**config.mk**
```make
export PLATFORM = sky130hd
export DESIGN_NAME = fsr_xfer_unit
export DESIGN_NICKNAME = d
export VERILOG_FILES = /design/src/rtl/fsr_pkg.sv /design/src/rtl/fsr_decode.sv /design/src/rtl/fsr_sysregs.sv /design/src/rtl/fsr_seq.sv /design/src/rtl/fsr_xfer_unit.sv
export SDC_FILE = /design/constraint.sdc
export NUM_CORES = 1
export LEC_CHECK = 0
export ABC_AREA = 1
export BUFFER_PORTS_ARGS = -buffer_cell sky130_fd_sc_hd__buf_2
export CORE_MARGIN = 3
export CORE_UTILIZATION = 50
export DETAILED_ROUTE_END_ITERATION = 8
export GPL_TIMING_DRIVEN = 0
export PLACE_DENSITY = 0.73
export SYNTH_ARGS = -nofsm -noshare
export SYNTH_HDL_FRONTEND = slang
export SYNTH_SLANG_ARGS = --single-unit
export TNS_END_PERCENT = 100
```
**constraint.sdc**
```tcl
create_clock -name clk -period 4.5 [get_ports clk]
set_input_delay 0.225 -clock clk [delete_from_list [all_inputs] [get_ports clk]]
set_output_delay 0.225 -clock clk [all_outputs]
set_load 0.01 [all_outputs]
```
**src/rtl/fsr_pkg.sv**
```systemverilog
package fsr_pkg;
  typedef enum logic [2:0] {
    OP_NONE,
    OP_TO_GPR,
    OP_FROM_GPR,
    OP_PUSH,
    OP_POP,
    OP_ILLEGAL
  } fsr_op_e;

  typedef enum logic {
    ST_IDLE,
    ST_MEM
  } fsr_state_e;

  localparam logic [15:0] MATCH_MASK = 16'hF0FF;
  localparam int unsigned SEL_BIT    = 4;

  localparam int unsigned FLD_RND_LO = 0;
  localparam int unsigned FLD_DN     = 18;
  localparam int unsigned FLD_PR     = 19;
  localparam int unsigned FLD_SZ     = 20;
  localparam int unsigned FLD_FR     = 21;
endpackage

```
**src/rtl/fsr_decode.sv**
```systemverilog
module fsr_decode
  import fsr_pkg::*;
#(
  parameter int unsigned IW    = 16,
  parameter int unsigned IDX_W = 4
) (
  input  logic             valid,
  input  logic [IW-1:0]    word,
  output fsr_op_e          op,
  output logic             sel_comm,
  output logic [IDX_W-1:0] idx
);
  logic [IW-1:0] masked;

  assign masked   = word & MATCH_MASK;
  assign sel_comm = word[SEL_BIT];
  assign idx      = word[8 +: IDX_W];

  always_comb begin
    op = OP_NONE;
    if (valid) begin
      unique case (masked)
        16'h005A, 16'h006A: op = OP_TO_GPR;
        16'h405A, 16'h406A: op = OP_FROM_GPR;
        16'h4052, 16'h4062: op = OP_PUSH;
        16'h4056, 16'h4066: op = OP_POP;
        default:            op = OP_ILLEGAL;
      endcase
    end
  end
endmodule

```
**src/rtl/fsr_sysregs.sv**
```systemverilog
module fsr_sysregs #(
  parameter int unsigned    DW         = 32,
  parameter logic [DW-1:0]  CTRL_RESET = 32'h0004_0001,
  parameter logic [DW-1:0]  CTRL_WMASK = 32'h003F_FFFF
) (
  input  logic          clk,
  input  logic          rst_n,
  input  logic          wr_en,
  input  logic          wr_comm,
  input  logic [DW-1:0] wr_data,
  output logic [DW-1:0] ctrl_q,
  output logic [DW-1:0] comm_q
);
  localparam logic [DW-1:0] CTRL_INIT = CTRL_RESET & CTRL_WMASK;

  logic [DW-1:0] ctrl_d, comm_d;
  logic          ctrl_en, comm_en;

  always_comb begin
    ctrl_en = wr_en & ~wr_comm;
    comm_en = wr_en &  wr_comm;
    ctrl_d  = wr_data & CTRL_WMASK;
    comm_d  = wr_data;
  end

  always_ff @(posedge clk or negedge rst_n) begin
    if (!rst_n) begin
      ctrl_q <= CTRL_INIT;
    end else if (ctrl_en) begin
      ctrl_q <= ctrl_d;
    end
  end

  always_ff @(posedge clk or negedge rst_n) begin
    if (!rst_n) begin
      comm_q <= '0;
    end else if (comm_en) begin
      comm_q <= comm_d;
    end
  end
endmodule

```
**src/rtl/fsr_seq.sv**
```systemverilog
module fsr_seq
  import fsr_pkg::*;
#(
  parameter int unsigned DW    = 32,
  parameter int unsigned IDX_W = 4
) (
  input  logic             clk,
  input  logic             rst_n,
  input  fsr_op_e          op,
  input  logic             sel_comm,
  input  logic [IDX_W-1:0] idx,
  input  logic [DW-1:0]    base,
  input  logic [DW-1:0]    store_val,
  input  logic             mem_ready,
  output logic             busy,
  output logic             done,
  output logic             done_load,
  output logic             held_comm,
  output logic [IDX_W-1:0] held_idx,
  output logic [DW-1:0]    held_wb,
  output logic             mem_req,
  output logic             mem_we,
  output logic [DW-1:0]    mem_addr,
  output logic [DW-1:0]    mem_wdata
);
  localparam logic [DW-1:0] STEP = DW'(DW / 8);

  fsr_state_e       st_q, st_d;
  logic             we_d, comm_d;
  logic [IDX_W-1:0] idx_d;
  logic [DW-1:0]    addr_d, wdata_d, wb_d;
  logic             start;

  assign start = (op == OP_PUSH) || (op == OP_POP);

  always_comb begin
    st_d    = st_q;
    we_d    = mem_we;
    comm_d  = held_comm;
    idx_d   = held_idx;
    addr_d  = mem_addr;
    wdata_d = mem_wdata;
    wb_d    = held_wb;
    unique case (st_q)
      ST_IDLE: begin
        if (start) begin
          st_d   = ST_MEM;
          comm_d = sel_comm;
          idx_d  = idx;
          if (op == OP_PUSH) begin
            we_d    = 1'b1;
            addr_d  = base - STEP;
            wb_d    = base - STEP;
            wdata_d = store_val;
          end else begin
            we_d    = 1'b0;
            addr_d  = base;
            wb_d    = base + STEP;
            wdata_d = '0;
          end
        end
      end
      ST_MEM: begin
        if (mem_ready) begin
          st_d = ST_IDLE;
        end
      end
      default: st_d = ST_IDLE;
    endcase
  end

  always_ff @(posedge clk or negedge rst_n) begin
    if (!rst_n) begin
      st_q      <= ST_IDLE;
      mem_we    <= 1'b0;
      held_comm <= 1'b0;
      held_idx  <= '0;
      mem_addr  <= '0;
      mem_wdata <= '0;
      held_wb   <= '0;
    end else begin
      st_q      <= st_d;
      mem_we    <= we_d;
      held_comm <= comm_d;
      held_idx  <= idx_d;
      mem_addr  <= addr_d;
      mem_wdata <= wdata_d;
      held_wb   <= wb_d;
    end
  end

  assign busy      = (st_q == ST_MEM);
  assign mem_req   = busy;
  assign done      = busy & mem_ready;
  assign done_load = done & ~mem_we;
endmodule

```
**src/rtl/fsr_xfer_unit.sv**
```systemverilog
module fsr_xfer_unit
  import fsr_pkg::*;
#(
  parameter int unsigned   DW         = 32,
  parameter int unsigned   IW         = 16,
  parameter int unsigned   IDX_W      = 4,
  parameter logic [31:0]   CTRL_RESET = 32'h0004_0001,
  parameter logic [31:0]   CTRL_WMASK = 32'h003F_FFFF
) (
  input  logic             clk,
  input  logic             rst_n,
  input  logic             instr_valid,
  input  logic [IW-1:0]    instr_word,
  output logic             busy,
  output logic             illegal,
  output logic [IDX_W-1:0] gpr_idx,
  input  logic [DW-1:0]    gpr_rdata,
  output logic             gpr_we,
  output logic [DW-1:0]    gpr_wdata,
  output logic             mem_req,
  output logic             mem_we,
  output logic [DW-1:0]    mem_addr,
  output logic [DW-1:0]    mem_wdata,
  input  logic             mem_ready,
  input  logic [DW-1:0]    mem_rdata,
  output logic [DW-1:0]    ctrl_word,
  output logic [DW-1:0]    comm_word,
  output logic [1:0]       rnd_mode,
  output logic             denorm_flush,
  output logic             prec_double,
  output logic             pair_xfer,
  output logic             bank_sel
);
  fsr_op_e          op;
  logic             dec_comm;
  logic [IDX_W-1:0] dec_idx;
  logic             accept;
  logic             done, done_load, held_comm;
  logic [IDX_W-1:0] held_idx;
  logic [DW-1:0]    held_wb;
  logic [DW-1:0]    sel_val;
  logic             rf_wr_en, rf_wr_comm;
  logic [DW-1:0]    rf_wr_data;

  assign accept = instr_valid & ~busy;

  fsr_decode #(.IW(IW), .IDX_W(IDX_W)) u_dec (
    .valid    (accept),
    .word     (instr_word),
    .op       (op),
    .sel_comm (dec_comm),
    .idx      (dec_idx)
  );

  assign sel_val = dec_comm ? comm_word : ctrl_word;

  fsr_seq #(.DW(DW), .IDX_W(IDX_W)) u_seq (
    .clk       (clk),
    .rst_n     (rst_n),
    .op        (op),
    .sel_comm  (dec_comm),
    .idx       (dec_idx),
    .base      (gpr_rdata),
    .store_val (sel_val),
    .mem_ready (mem_ready),
    .busy      (busy),
    .done      (done),
    .done_load (done_load),
    .held_comm (held_comm),
    .held_idx  (held_idx),
    .held_wb   (held_wb),
    .mem_req   (mem_req),
    .mem_we    (mem_we),
    .mem_addr  (mem_addr),
    .mem_wdata (mem_wdata)
  );

  always_comb begin
    rf_wr_en   = 1'b0;
    rf_wr_comm = dec_comm;
    rf_wr_data = gpr_rdata;
    if (done_load) begin
      rf_wr_en   = 1'b1;
      rf_wr_comm = held_comm;
      rf_wr_data = mem_rdata;
    end else if (op == OP_FROM_GPR) begin
      rf_wr_en   = 1'b1;
    end
  end

  fsr_sysregs #(
    .DW         (DW),
    .CTRL_RESET (DW'(CTRL_RESET)),
    .CTRL_WMASK (DW'(CTRL_WMASK))
  ) u_regs (
    .clk     (clk),
    .rst_n   (rst_n),
    .wr_en   (rf_wr_en),
    .wr_comm (rf_wr_comm),
    .wr_data (rf_wr_data),
    .ctrl_q  (ctrl_word),
    .comm_q  (comm_word)
  );

  always_comb begin
    gpr_idx   = busy ? held_idx : dec_idx;
    gpr_we    = 1'b0;
    gpr_wdata = sel_val;
    if (done) begin
      gpr_we    = 1'b1;
      gpr_wdata = held_wb;
    end else if (op == OP_TO_GPR) begin
      gpr_we    = 1'b1;
    end
  end

  assign illegal      = (op == OP_ILLEGAL);
  assign rnd_mode     = ctrl_word[FLD_RND_LO +: 2];
  assign denorm_flush = ctrl_word[FLD_DN];
  assign prec_double  = ctrl_word[FLD_PR];
  assign pair_xfer    = ctrl_word[FLD_SZ];
  assign bank_sel     = ctrl_word[FLD_FR];
endmodule

```
==> results of run 1 <==
## final cells by class
type                            instances  area, um^2  area share, %
Inverter                              201       754.5          6.251
Clock buffer                           20       446.7          3.701
Clock inverter                         11       160.2          1.327
Buffer                                 94       536.8          4.447
Timing Repair Buffer                  236        1215          10.07
Tap cell                              260       325.3          2.695
Multi-Input combinational cell       1092        4751          39.36
Sequential cell                       155        3881          32.16
## power groups by stage
stage	Combinational (mW)	Sequential [mW]	Clock, mW
3_5_place_dp	1.13	1.77	0
4_1_cts	1.14	1.74	1.53
2_1_floorplan	0.517	1.83	0
3_3_place_gp	1.11	1.76	0
6_report	1.14	1.75	1.52
5_1_grt	1.26	1.77	1.60
## cells in the final DEF, fill, tap and decap left out, types with 2 or more instances in the layout
cell type   instances
nor2_1            127
dfstp_2             2
buf_4              20
nor2_2              4
xnor2_1             4
a21oi_1             4
clkbuf_1           31
buf_6              10
clkinv_4            2
bufinv_16           3
ha_1                4
dfrtp_1           153
nor3_1              9
inv_6               3
conb_1             10
clkinvlp_4          2
xor2_1             26
nand3_1           106
buf_2             266
nand2_1           591
o21ai_1            42
o21ai_0           147
buf_1               3
clkbuf_16          17
inv_1             195
nand4_1            13
inv_2               5
## final timing paths
kind	cells past startpoint	from	slack [ns]	endpoint
setup / recovery	7	u_seq.busy$_DFF_PN0_	1.60	gpr_wdata[4]
hold / removal	3	instr_word[9]	0.02	u_seq.held_idx[1]$_DFFE_PN0P_
setup reg to reg	12	u_seq.busy$_DFF_PN0_	1.97	u_seq.held_wb[2]$_DFFE_PN0P_
hold reg to reg	2	u_seq.mem_wdata[10]$_DFFE_PN0P_	0.49	u_seq.mem_wdata[10]$_DFFE_PN0P_
max in group asynchronous	3	rst_n	3.30	u_regs.ctrl_q[18]$_DFFE_PN1P_
min in group asynchronous	2	rst_n	0.34	u_seq.mem_addr[0]$_DFFE_PN0P_
## logic make-up (layout without fill, tap and decap cells)
| kind of cell | Yosys count | after routing | synth area share, % |
|---|---|---|---|
| AND/OR/NAND/NOR | 855 | 855 | 34.73 |
| buffers and inverters | 295 | 562 | 13.06 |
| AO/OA/AOI/OAI | 193 | 193 | 9.767 |
| flip-flops | 155 | 155 | 39.25 |
| XOR/XNOR | 30 | 30 | 2.657 |
| adder cells (fa/ha/maj) | 4 | 4 | 0.5061 |
| other | 1 | 10 | 0.03792 |
## metal layers
layer | vias up | track usage (%) | wire length [um]
met5 | - | 0 | 0
met4 | 0 | 9.972 | 897
met3 | 65 | 6.145 | 3105
met2 | 526 | 54.21 | 17070
met1 | 5047 | 46.62 | 15570
li1 | 5223 | - | -
## through the flow
stage          power (mW)  setup slack, ns  cells
6_report            4.412            1.598   2069
5_1_grt             4.634            1.531   2069
4_1_cts             4.409            1.684   2069
3_5_place_dp        2.900            2.030   2037
3_3_place_gp        2.871           0.8888   2036
2_1_floorplan       2.349            2.500   1542
## state kept, by name, indices dropped and copies added, names as in the netlist
signal           flops
u_regs.comm_q       32
u_seq.mem_addr      32
u_seq.mem_wdata     32
u_seq.held_wb       30
u_regs.ctrl_q       22
u_seq.held_idx       4
u_seq.busy           1
u_seq.held_comm      1
u_seq.mem_we         1
## critical path, delay by kind of cell (launching register included)
family / cells / cell delay, ns
compound gates: 1 / 0.12
buf+inv: 4 / 1.20
flops: 1 / 0.48
simple gates: 2 / 0.43
## what timing repair did
action	4_1_cts	5_1_grt
hold buffers	1	0
setup endpoints to repair	0	0
endpoints found under the hold margin	60	0
==> results.py, run 1 <==
metrics = {
    "critical_path": {
        "startpoint_type": "flop",
        "end_kind": "primary output",
        "critical_path.max_fanout": 10,
        "path_cells": "nand2_1, inv_1, clkbuf_1, clkbuf_1, nand2_1, o21ai_0, buf_2",
        "cp.arrival_ns": 2.68,
        "crit_type": "flop to primary output",
        "critPathSlowestCell": "dfrtp_1",
        "worstPathRequired_ns": 4.28,
        "cpPeakStageDelay_ns": 0.48,
    },
    "timing": {
        "relSlewSlack_pct": 52.61,
        "min_period_ns": 2.902,
        "tightest_slew_ns": 0.7083,
        "final-setup-viol-count": 0,
        "hold_viol": 0,
        "rsz0062_at_grt": "no",
        "max_freq_mhz": 344.6,
        "skew_ns": 0.007937,
        "setup-tns-final_ns": 0,
        "finalCritPeriodShare_pct": 64.48,
        "holdWs_ns": 0.01973,
        "slew_violations": 0,
    },
    "global_routing": {
        "grt_usage_pct": 33.69,
        "grt_max_degree": 95,
        "grt_overflow": 0,
        "grt_pass1_wl_um": 56920,
        "grt_antenna_before_repair": 0,
        "grt_pass1_vias": 10330,
    },
    "logic_synthesis": {
        "ys_types": 28,
        "yosysTopAreaCell": "dfrtp_1",
        "syn_avg_cell_area_um2": 6.451,
        "ys_seq_elements": 155,
        "synth_area_leaders": "dfrtp_1 (39%), nand2_1 (22%), o21ai_0 (7.4%)",
        "synth_common_cells": "nand2_1 (591), inv_1 (195), dfrtp_1 (153)",
        "synth_cells": 1533,
        "synth-edff-count": 0,
        "synth_top_area_share_pct": 38.71,
        "netlist_area_um2": 9889,
        "ys_warn_count": 0,
        "synth-main-ff-cell": "dfrtp_1",
        "synth.most_common_cell": "nand2_1",
        "yosysSeqAreaShare_pct": 39.25,
        "ys_async_sr_fraction_pct": 100.0,
    },
    "clock_network": {
        "cts.sinks": 155,
        "clk-insertion-delay-late_ns": 0.43,
        "numCtsBuffers": 17,
        "cts_setup_buffers": 0,
        "htree_num_levels": 4,
        "cts-root-to-sink-buffers": 2,
        "cts_resized": 0,
        "path_clk_slew_ns": 0.07,
        "ctsRootBufferMaster": "clkbuf_16",
        "cts_tree": "yes",
    },
    "layout": {
        "drive_above_1_share_pct": 18.85,
        "syn2layout_area_growth_pct": 22.05,
        "final_cell_area_um2": 12070,
        "num_antenna_cells": 0,
        "fin_util_pct": 63.26,
        "final_nets": 1885,
        "fillers": 1863,
    },
    "floorplan": {
        "core_um2": 19080,
        "die_h_um": 146.6,
        "rows": 50,
        "fp.dieArea_um2": 21500,
        "die_w_um": 146.6,
        "start_util_pct": 51.83,
        "pin_count": 259,
    },
    "drt": {
        "routed-via-count": 10861,
        "wirelength_um": 36650,
        "via_per_inst": 5.249,
        "drcViolationCount": 0,
        "first_pass_iters": 5,
        "wire_per_inst_um": 17.71,
        "ant_nets": 0,
        "drtIter0Drc": 1025,
    },
    "power_and_ir_drop": {
        "p_comb_share_pct": 25.9,
        "p_seq_share_pct": 39.6,
        "clkPwrFrac_pct": 34.5,
        "switching_power_mw": 1.490,
        "p_int_mw": 2.922,
        "irDropWorstVdd_v": 0.0002590,
        "pwr_density_cell_nw_per_um2": 365.5,
        "p_leak_nw": 6.694,
        "swShare_pct": 33.77,
    },
    "place": {
        "dpl.hpwl_um": 28930,
        "gp_congestion": 1.003,
        "io_buffers": 234,
        "dpl-instance-area_um2": 11450,
    },
    "job": {
        "drv_cap": 0,
    },
    "run_status": {
        "outcome": "finished clean",
    },
    "worst_hold_path": {
        "min_path_type": "input port to flop",
    },
}
Note: power is estimated with default switching activity, not from simulation.
==> run 2, diff against run 1 <==
ABC_AREA = 0   (was 1)
PLACE_DENSITY = 0.75   (was 0.73)
clock period = 2.7 ns   (was 4.5 ns; I/O delays follow)
==> results.py, run 2 <==
metrics = {
    "timing": {
        "min_period_ns": 2.586,
        "rsz0062_at_grt": "yes",
        "finalCritPeriodShare_pct": 95.77,
        "slew_violations": 0,
        "relSlewSlack_pct": 42.31,
        "final-setup-viol-count": 0,
        "final.setup.worst_slack_ns": 0.1142,
        "max_freq_mhz": 386.7,
        "tightest_slew_ns": 0.8654,
        "hold_viol": 0,
        "skew_ns": 0.006119,
    },
    "job": {
        "drv_cap": 0,
    },
    "logic_synthesis": {
        "ys_types": 68,
        "synth_area_leaders": "dfrtp_1 (46%), mux2i_1 (6.6%), nand2_1 (6.0%)",
        "ys_seq_elements": 155,
        "synth-main-ff-cell": "dfrtp_1",
        "yosysTopAreaCell": "dfrtp_1",
        "netlist_area_um2": 8320,
        "synth_cells": 936,
        "ys_async_sr_fraction_pct": 100.0,
        "synth_top_area_share_pct": 46.02,
        "synth_common_cells": "dfrtp_1 (153), nand2_1 (133), nor2_1 (112)",
        "yosysSeqAreaShare_pct": 46.65,
        "synth-edff-count": 0,
        "ys_warn_count": 0,
        "syn_avg_cell_area_um2": 8.889,
        "synth.most_common_cell": "dfrtp_1",
    },
    "clock_network": {
        "cts_tree": "yes",
        "cts-root-to-sink-buffers": 2,
        "ctsRootBufferMaster": "clkbuf_16",
        "cts.sinks": 155,
        "path_clk_slew_ns": 0.06,
        "clk-insertion-delay-late_ns": 0.43,
        "htree_num_levels": 4,
        "numCtsBuffers": 17,
    },
    "layout": {
        "instances_no_fill": 1439,
        "final_common_cell": "buf_2",
        "num_antenna_cells": 0,
        "final_nets": 1298,
        "syn2layout_area_growth_pct": 28.50,
        "reg.largest.list": "u_regs.comm_q x32, u_seq.mem_addr x32, u_seq.mem_wdata x32",
        "fillers": 1325,
        "final_cell_mix": "buf_2 (232), dfrtp_1 (153), nand2_1 (132), nor2_1 (111), a21oi_1 (84)",
        "drive_above_1_share_pct": 28.70,
    },
    "global_routing": {
        "grt_max_degree": 93,
        "grt_overflow": 0,
        "grt_pass1_wl_um": 42360,
        "grt_antenna_before_repair": 0,
        "grt_usage_pct": 29.88,
        "grt_pass1_vias": 7716,
    },
    "floorplan": {
        "die_h_um": 135,
        "fp.dieArea_um2": 18230,
        "start_util_pct": 51.82,
        "core_um2": 16060,
        "die_w_um": 135,
        "rows": 46,
        "pin_count": 259,
    },
    "place": {
        "dpl.cell_count": 1393,
        "io_buffers": 231,
        "post-place-ws_ns": -0.4436,
        "dpl.hpwl_um": 20920,
        "gp_congestion": 0.9460,
    },
    "drt": {
        "wire_per_inst_um": 19.36,
        "wirelength_um": 27860,
        "ant_nets": 0,
        "drcViolationCount": 0,
        "routed-via-count": 8138,
        "first_pass_iters": 5,
        "via_per_inst": 5.655,
        "drtIter0Drc": 676,
    },
    "critical_path": {
        "startpoint": "u_seq.busy$_DFF_PN0_",
        "path_cells": "clkbuf_1, nor2b_2, and4_1, clkbuf_1, nand2_2, clkdlybuf4s50_2, o21ai_0",
        "critical_path.max_fanout": 17,
        "startpoint_type": "flop",
        "cpPeakStageDelay_ns": 0.71,
        "cp_common_cell": "clkbuf_1",
        "worstPathRequired_ns": 3.04,
        "end_kind": "flop",
        "cp.arrival_ns": 2.93,
        "crit_type": "flop to flop",
        "r2r_start": "u_seq.busy$_DFF_PN0_",
        "critPathSlowestCell": "clkdlybuf4s50_2",
    },
    "power_and_ir_drop": {
        "switching_power_mw": 1.419,
        "pwr_density_cell_nw_per_um2": 533.6,
        "p_leak_nw": 5.592,
        "swShare_pct": 24.87,
        "p_seq_share_pct": 42.8,
        "irDropWorstVdd_v": 0.0004348,
        "clkPwrFrac_pct": 46.0,
        "p_int_mw": 4.286,
        "p_comb_share_pct": 11.2,
    },
    "worst_hold_path": {
        "min_path_type": "input port to flop",
        "hp-start": "mem_rdata[26]",
    },
    "run_status": {
        "outcome": "finished clean",
    },
}
==> run 2: path summary, 6_finish.rpt <==
check                                                  end  slack, ns  cells past startpoint
setup / recovery            u_seq.mem_addr[12]$_DFFE_PN0P_       0.11                      7
hold / removal               u_regs.comm_q[26]$_DFFE_PN0P_      0.007                      3
setup reg to reg            u_seq.mem_addr[12]$_DFFE_PN0P_       0.11                      7
hold reg to reg             u_seq.mem_wdata[4]$_DFFE_PN0P_       0.47                      2
max in group asynchronous    u_regs.ctrl_q[18]$_DFFE_PN1P_       1.50                      3
min in group asynchronous  u_seq.mem_wdata[29]$_DFFE_PN0P_       0.38                      2
==> run 2: area by class of cell <==
type                       count  area [um^2]  area share, %
timing repair buffer         247         1340          12.53
buffer                        92        529.3          4.950
inverter                      10        37.54         0.3511
clock buffer                  20        466.7          4.365
clock inverter                12        187.7          1.755
tap                          216        270.3          2.528
sequential                   155         3881          36.30
multi-input combinational    687         3979          37.21
==> run 2: cells by family (layout without fill, tap and decap cells) <==
kind of cell    count (synthesis)  in the layout  synth area share, %
compound gates                210            210                14.50
xor+xnor                       47             47                4.947
fa+ha+maj                       4              4               0.6015
buf+inv                       103            381                6.587
flops                         155            155                46.65
mux                            59             59                7.158
other cells                     1             10              0.04507
simple gates                  357            357                19.52
==> run 2: power groups by stage <==
stage / sequential (mW) / combinational, mW / clock, mW
after floorplan: 2.50 / 0.300 / 0
after global placement: 2.48 / 0.605 / 0
after detailed placement: 2.48 / 0.621 / 0
after CTS: 2.44 / 0.637 / 2.63
after global routing: 2.45 / 0.696 / 2.74
final: 2.44 / 0.639 / 2.62
==> run 2: timing repair <==
action,CTS,global route
endpoints found under the setup margin,101,88
hold buffers,10,0
setup buffers,0,5
hold endpoints to repair,99,0
pin swaps,0,3
gates resized for setup,21,12
==> run 2: per-stage QoR <==
step	hold slack (ns)	util [%]	TNS [ns]	area [um^2]	total power, mW
after detailed placement	0.2868	61.12	-20.93	9814	3.105
after CTS	0.001871	66.08	0	10610	5.708
after floorplan	-0.1606	-	0	8354	2.803
after global routing	0.01726	66.58	-0.5754	10690	5.881
after global placement	0.3450	60.91	-141.87	9781	3.089
final	0.006928	66.58	0	10690	5.705
==> run 2: critical path, delay by kind of cell (launching register included) <==
kind | cells | cell delay (ns)
buffers and inverters | 3 | 1.17
and+or+nand+nor | 3 | 0.70
DFF | 1 | 0.41
AOI/OAI and AO/OA | 1 | 0.22
==> run 2: layer usage <==
metal	vias up	share of wire [%]	GRT usage (%)
li1	3745	-	-
met1	3859	40	39.30
met2	465	48	49.50
met3	69	8.8	6.557
met4	0	3.2	9.798
met5	-	0	0
